--- config.mk ---
export PLATFORM = sky130hd
export DESIGN_NAME = fwd_dual_form
export DESIGN_NICKNAME = d
export VERILOG_FILES = /design/src/rtl/fwd_pkg.sv /design/src/rtl/fwd_match.sv /design/src/rtl/fwd_pick.sv /design/src/rtl/wb_steer.sv /design/src/rtl/fwd_dual_form.sv
export SDC_FILE = /design/constraint.sdc
export NUM_CORES = 1
export LEC_CHECK = 0
export CAP_MARGIN = 20
export CELL_PAD_IN_SITES_DETAIL_PLACEMENT = 1
export CELL_PAD_IN_SITES_GLOBAL_PLACEMENT = 2
export CORE_AREA = 2 2 39 41
export DETAILED_ROUTE_END_ITERATION = 16
export DIE_AREA = 0 0 41 43
export DONT_BUFFER_PORTS = 1
export PLACE_DENSITY_LB_ADDON = 0.1
export REMOVE_ABC_BUFFERS = 1
export SLEW_MARGIN = 20
export SYNTH_ARGS = -nofsm -noshare
export SYNTH_HDL_FRONTEND = slang
export SYNTH_SLANG_ARGS = --single-unit
--- constraint.sdc ---
create_clock -name vclk -period 3.6
set_clock_uncertainty 0.15 [all_clocks]
set_input_delay 0 -clock vclk [all_inputs]
set_output_delay 0 -clock vclk [all_outputs]
set_load 0.05 [all_outputs]
--- src/rtl/fwd_pkg.sv ---
package fwd_pkg;

  typedef enum logic [1:0] {
    USE_ARITH = 2'd0,
    USE_LOGIC = 2'd1,
    USE_ADDR  = 2'd2,
    USE_NONE  = 2'd3
  } use_e;

  typedef enum logic [1:0] {
    RES_ARITH = 2'd0,
    RES_LOGIC = 2'd1,
    RES_LOAD  = 2'd2,
    RES_NONE  = 2'd3
  } res_e;

  typedef enum logic [2:0] {
    SEL_RF          = 3'd0,
    SEL_MEM_SD      = 3'd1,
    SEL_MEM_SM      = 3'd2,
    SEL_MEM_LOG     = 3'd3,
    SEL_MEM_LOG_ENC = 3'd4,
    SEL_WB_SM       = 3'd5,
    SEL_WB_ENC      = 3'd6
  } sel_e;

  localparam int unsigned SEL_W   = 3;
  localparam int unsigned STEER_W = 3;

endpackage

--- src/rtl/fwd_match.sv ---
module fwd_match #(
  parameter int unsigned REG_W = 5
) (
  input  logic [REG_W-1:0] src,
  input  logic             mem_wen,
  input  logic [REG_W-1:0] mem_dst,
  input  logic [1:0]       mem_kind,
  input  logic             wb_wen,
  input  logic [REG_W-1:0] wb_dst,
  output logic             hit_mem,
  output logic             hit_wb
);
  import fwd_pkg::*;

  logic src_live;
  logic mem_ready;

  always_comb begin
    src_live  = (src != '0);
    mem_ready = mem_wen && ((mem_kind == RES_ARITH) || (mem_kind == RES_LOGIC));
    hit_mem   = src_live && mem_ready && (src == mem_dst);
    hit_wb    = src_live && wb_wen && (src == wb_dst);
  end

endmodule

--- src/rtl/fwd_pick.sv ---
module fwd_pick (
  input  logic       clk,
  input  logic       rst_n,
  input  logic [1:0] use_cls,
  input  logic [1:0] mem_kind,
  input  logic       hit_mem,
  input  logic       hit_wb,
  output logic [2:0] sel
);
  import fwd_pkg::*;

  logic wants_digits;

  always_comb begin
    wants_digits = (use_cls == USE_ARITH);
    sel = SEL_RF;
    if (use_cls != USE_NONE) begin
      if (hit_mem) begin
        if (mem_kind == RES_ARITH)
          sel = wants_digits ? SEL_MEM_SD : SEL_MEM_SM;
        else
          sel = wants_digits ? SEL_MEM_LOG_ENC : SEL_MEM_LOG;
      end else if (hit_wb) begin
        sel = wants_digits ? SEL_WB_ENC : SEL_WB_SM;
      end
    end
  end

  // untranslated digits go only to arithmetic consumers
  p_digits_to_arith_r3: assert property (@(posedge clk) disable iff (!rst_n)
    (sel == SEL_MEM_SD) |-> (use_cls == USE_ARITH));

  // translated arithmetic result never reaches an arithmetic consumer
  p_translated_not_arith_r4: assert property (@(posedge clk) disable iff (!rst_n)
    (hit_mem && mem_kind == RES_ARITH && use_cls != USE_ARITH && use_cls != USE_NONE)
      |-> (sel == SEL_MEM_SM));

  // writeback forms follow the consumer class
  p_wb_form_r9: assert property (@(posedge clk) disable iff (!rst_n)
    (!hit_mem && hit_wb && use_cls == USE_ARITH) |-> (sel == SEL_WB_ENC));

  // unused operand never forwards
  p_unused_rf_r10: assert property (@(posedge clk) disable iff (!rst_n)
    (use_cls == USE_NONE) |-> (sel == SEL_RF));

endmodule

--- src/rtl/wb_steer.sv ---
module wb_steer (
  input  logic       clk,
  input  logic       rst_n,
  input  logic [1:0] wb_kind,
  output logic [2:0] steer
);
  import fwd_pkg::*;

  always_comb begin
    steer = '0;
    unique case (wb_kind)
      RES_ARITH: steer[0] = 1'b1;
      RES_LOGIC: steer[1] = 1'b1;
      RES_LOAD:  steer[2] = 1'b1;
      default:   steer = '0;
    endcase
  end

  // at most one source drives the writeback bus
  p_steer_onehot_r12: assert property (@(posedge clk) disable iff (!rst_n)
    $onehot0(steer));

  p_steer_idle_r12: assert property (@(posedge clk) disable iff (!rst_n)
    (wb_kind == RES_NONE) |-> (steer == '0));

endmodule

--- src/rtl/fwd_dual_form.sv ---
module fwd_dual_form #(
  parameter int unsigned REG_W = 5
) (
  input  logic             clk,
  input  logic             rst_n,
  input  logic [REG_W-1:0] ex_src_a,
  input  logic [REG_W-1:0] ex_src_b,
  input  logic [1:0]       ex_use,
  input  logic             mem_wen,
  input  logic [REG_W-1:0] mem_dst,
  input  logic [1:0]       mem_kind,
  input  logic             wb_wen,
  input  logic [REG_W-1:0] wb_dst,
  input  logic [1:0]       wb_kind,
  output logic [2:0]       sel_a,
  output logic [2:0]       sel_b,
  output logic [2:0]       wb_steer
);
  import fwd_pkg::*;

  localparam int unsigned N_OPS = 2;

  logic [REG_W-1:0] src   [N_OPS];
  logic [2:0]       sel_v [N_OPS];
  logic             h_mem [N_OPS];
  logic             h_wb  [N_OPS];

  assign src[0] = ex_src_a;
  assign src[1] = ex_src_b;

  for (genvar op = 0; op < N_OPS; op++) begin : g_op
    fwd_match #(.REG_W(REG_W)) match_i (
      .src      (src[op]),
      .mem_wen  (mem_wen),
      .mem_dst  (mem_dst),
      .mem_kind (mem_kind),
      .wb_wen   (wb_wen),
      .wb_dst   (wb_dst),
      .hit_mem  (h_mem[op]),
      .hit_wb   (h_wb[op])
    );

    fwd_pick pick_i (
      .clk      (clk),
      .rst_n    (rst_n),
      .use_cls  (ex_use),
      .mem_kind (mem_kind),
      .hit_mem  (h_mem[op]),
      .hit_wb   (h_wb[op]),
      .sel      (sel_v[op])
    );

    // register 0 never takes a forwarded value
    p_zero_src_r2: assert property (@(posedge clk) disable iff (!rst_n)
      (src[op] == '0) |-> (sel_v[op] == SEL_RF));

    // memory-stage match outranks writeback match
    p_mem_first_r8: assert property (@(posedge clk) disable iff (!rst_n)
      (h_mem[op] && ex_use != USE_NONE) |->
        (sel_v[op] != SEL_WB_SM && sel_v[op] != SEL_WB_ENC && sel_v[op] != SEL_RF));

    // loads in the memory stage are never sourced from there
    p_no_load_fwd_r7: assert property (@(posedge clk) disable iff (!rst_n)
      (mem_kind == RES_LOAD || mem_kind == RES_NONE || !mem_wen) |->
        (sel_v[op] inside {SEL_RF, SEL_WB_SM, SEL_WB_ENC}));
  end

  assign sel_a = sel_v[0];
  assign sel_b = sel_v[1];

  wb_steer steer_i (
    .clk     (clk),
    .rst_n   (rst_n),
    .wb_kind (wb_kind),
    .steer   (wb_steer)
  );

endmodule

==> results.py <==
metrics = {
    "yosys": {
        "synth.area.top_cells": "xnor2_1 (18%), xor2_1 (18%), nor2b_1 (7.0%), nor4_4 (4.8%), nand2_1 (4.2%)",
        "netlist_top_cells_count": "xnor2_1 (9), xor2_1 (9), nand2_1 (5), nor2b_1 (5)",
        "synth.top_cell.area_share_pct": 17.7,
        "synth_seq_area_share_pct": 0,
        "post_synth_instance_area_um2": 444,
        "ys_warn_count": 0,
        "synthesis.area_per_instance_um2": 7.28,
        "synthDistinctLibCells": 27,
        "yosysTopAreaCell": "xnor2_1",
        "synthesis.instances": 61,
    },
    "worst_hold_path": {
        "timing.hold.worst.class": "in -> out",
    },
    "final_layout": {
        "clock_buffers": 0,
        "seq_cells": 0,
        "syn2layout_area_growth_pct": 6.20,
        "antenna_cells": 0,
        "finalNetCount": 95,
        "seq_area_um2": 0,
        "final_layout_size_suffix_gt1_share_pct": 14.5,
    },
    "timing": {
        "grt_setup_unrepaired": "no",
        "finalHoldViolations": 0,
        "max_freq_mhz": 522,
        "setup_viol": 0,
        "final-max-slew-violation-count": 0,
        "period_share_pct": 53.2,
        "finalCriticalPeriod_ps": 1910,
        "worst_pin_slew_ps": 1030,
        "slew_margin_rel_pct": 31.6,
        "finalSetupTns_ps": 0,
    },
    "grt": {
        "grt_antenna_before_repair": 0,
        "grt_start_max_net_pins": 7,
        "globalRouteTotalUtil_pct": 14.0,
        "overflow": 0,
        "wire_length_of_the_first_global_routing_pass_mm": 1.79,
        "first_global_vias": 469,
    },
    "power_and_ir_drop": {
        "p_sw_mw": 0.0250,
        "clockPowerShare_pct": 0,
        "intPower_mw": 0.0195,
        "power_density_nw_per_um2": 94.3,
        "share_of_total_power_in_sequential_cells_pct": 0,
        "power_leakage_nw": 0.179,
        "power.share.switching_pct": 56.2,
        "post-layout-total-power_mw": 0.0445,
        "power.ir.vdd_worst_v": 0.0000228,
        "proportion_of_power_drawn_by_combinational_gates_pct": 100.0,
    },
    "route": {
        "route.final.wire_length_mm": 1.14,
        "detail-route-antenna-nets": 0,
        "via_count": 439,
        "detail_route.wl_per_cell_um": 14.7,
        "drt_iter0_markers": 0,
        "drcViolationCount": 0,
        "route.detailed.vias_per_inst": 5.63,
        "dr.pass1.iters": 1,
    },
    "critical_path": {
        "timing.critical_path.from_type": "input port",
        "critical-path-slowest-cell": "a21oi_1",
        "critical_path.max_stage_delay_ps": 820,
        "worst_setup_path_type": "in -> out",
        "crit_path_max_fanout": 5,
        "timing.critical_path.arrival_ps": 1760,
        "cp_data_required_time_ps": 3450,
        "timing.critical_path.to_type": "output pin",
        "timing.critical_path.cells": "xor2_1, nor4_1, nand4b_2, mux2i_1, a21oi_1",
    },
    "outcome": {
        "status": "finished, final reports clean",
    },
    "floorplan": {
        "top_level_ports": 39,
        "std_cell_rows": 14,
        "design.core.area_um2": 1380,
        "die-height_um": 43,
        "dieWidth_um": 41,
        "die_area_um2": 1760,
        "start_util_pct": 32.1,
    },
    "run": {
        "max_cap_violations": 0,
    },
    "cts": {
        "cts_hold_buffers_added": 0,
        "postCtsSetupRepairBufs": 0,
        "ctsResizeCount": 0,
    },
    "placed_design": {
        "gp_routability_congestion": 0.659,
        "portBuffers": 0,
        "dp_hpwl_mm": 1.09,
    },
}
placed cells by master (no fill, tap or decap), drive strengths merged, types with 2 or more instances in the layout:
cell,instances
nand2,5
a21oi,3
or2,2
xnor2,9
nor2,3
nand4,2
nor4,4
o21ai,3
nor2b,5
inv,4
xor2,9
or4,2
metal layers:
metal	routed length (um)	vias to the layer above	track usage, %
li1	-	220	-
met1	404	198	15.8
met2	638	21	27.5
met3	102	0	1.05
met4	0	0	0
met5	0	-	0
critical path, delay by kind of cell:
family	cells	cell delay, ps
simple gates	2	630
compound gates	1	820
mux	1	170
xor+xnor	1	140
metrics by stage:
| stage | std cells | util (%) | setup WS, ps | hold slack, ps | cell area (um^2) |
|---|---|---|---|---|---|
| final | 78 | 34.1 | 1690 | 23.9 | 472 |
| after global routing | 78 | 34.1 | 1620 | 29.4 | 472 |
| after CTS | 78 | 34.1 | 1680 | 24.7 | 472 |
| after detailed placement | 78 | 34.1 | 1680 | 24.7 | 472 |
| after global placement | 78 | 34.1 | 1700 | 24.7 | 472 |
| after floorplan | 61 | - | 1430 | 21.3 | 444 |
logic make-up after synthesis:
kind of cell | after synthesis | share of synthesized area, %
XOR/XNOR | 18 | 35.5
adder cells (fa/ha/maj) | 1 | 2.82
AO/OA/AOI/OAI | 11 | 16.3
AND/OR/NAND/NOR | 26 | 39.7
buffers and inverters | 4 | 3.38
multiplexers | 1 | 2.25
area by class of cell:
| class | count | area, um^2 |
|---|---|---|
| Tap cell | 16 | 20.0 |
| Fill cell | 184 | 912 |
| Inverter | 4 | 15.0 |
| Multi-Input combinational cell | 57 | 429 |
| Timing Repair Buffer | 1 | 7.51 |
path summary, 6_finish.rpt:
check,startpoint,endpoint,slack (ps),cells after the start
max,ex_src_b[4],sel_b[2],1690,5
min,wb_kind[0],wb_steer[2],20,1
power groups by stage:
stage | combinational [mW] | clock [mW] | sequential [mW]
2_1_floorplan | 0.0405 | 0 | 0
3_3_place_gp | 0.0448 | 0 | 0
3_5_place_dp | 0.0454 | 0 | 0
4_1_cts | 0.0455 | 0 | 0
5_1_grt | 0.0495 | 0 | 0
6_report | 0.0445 | 0 | 0
Note: power is estimated with default switching activity, not from simulation.
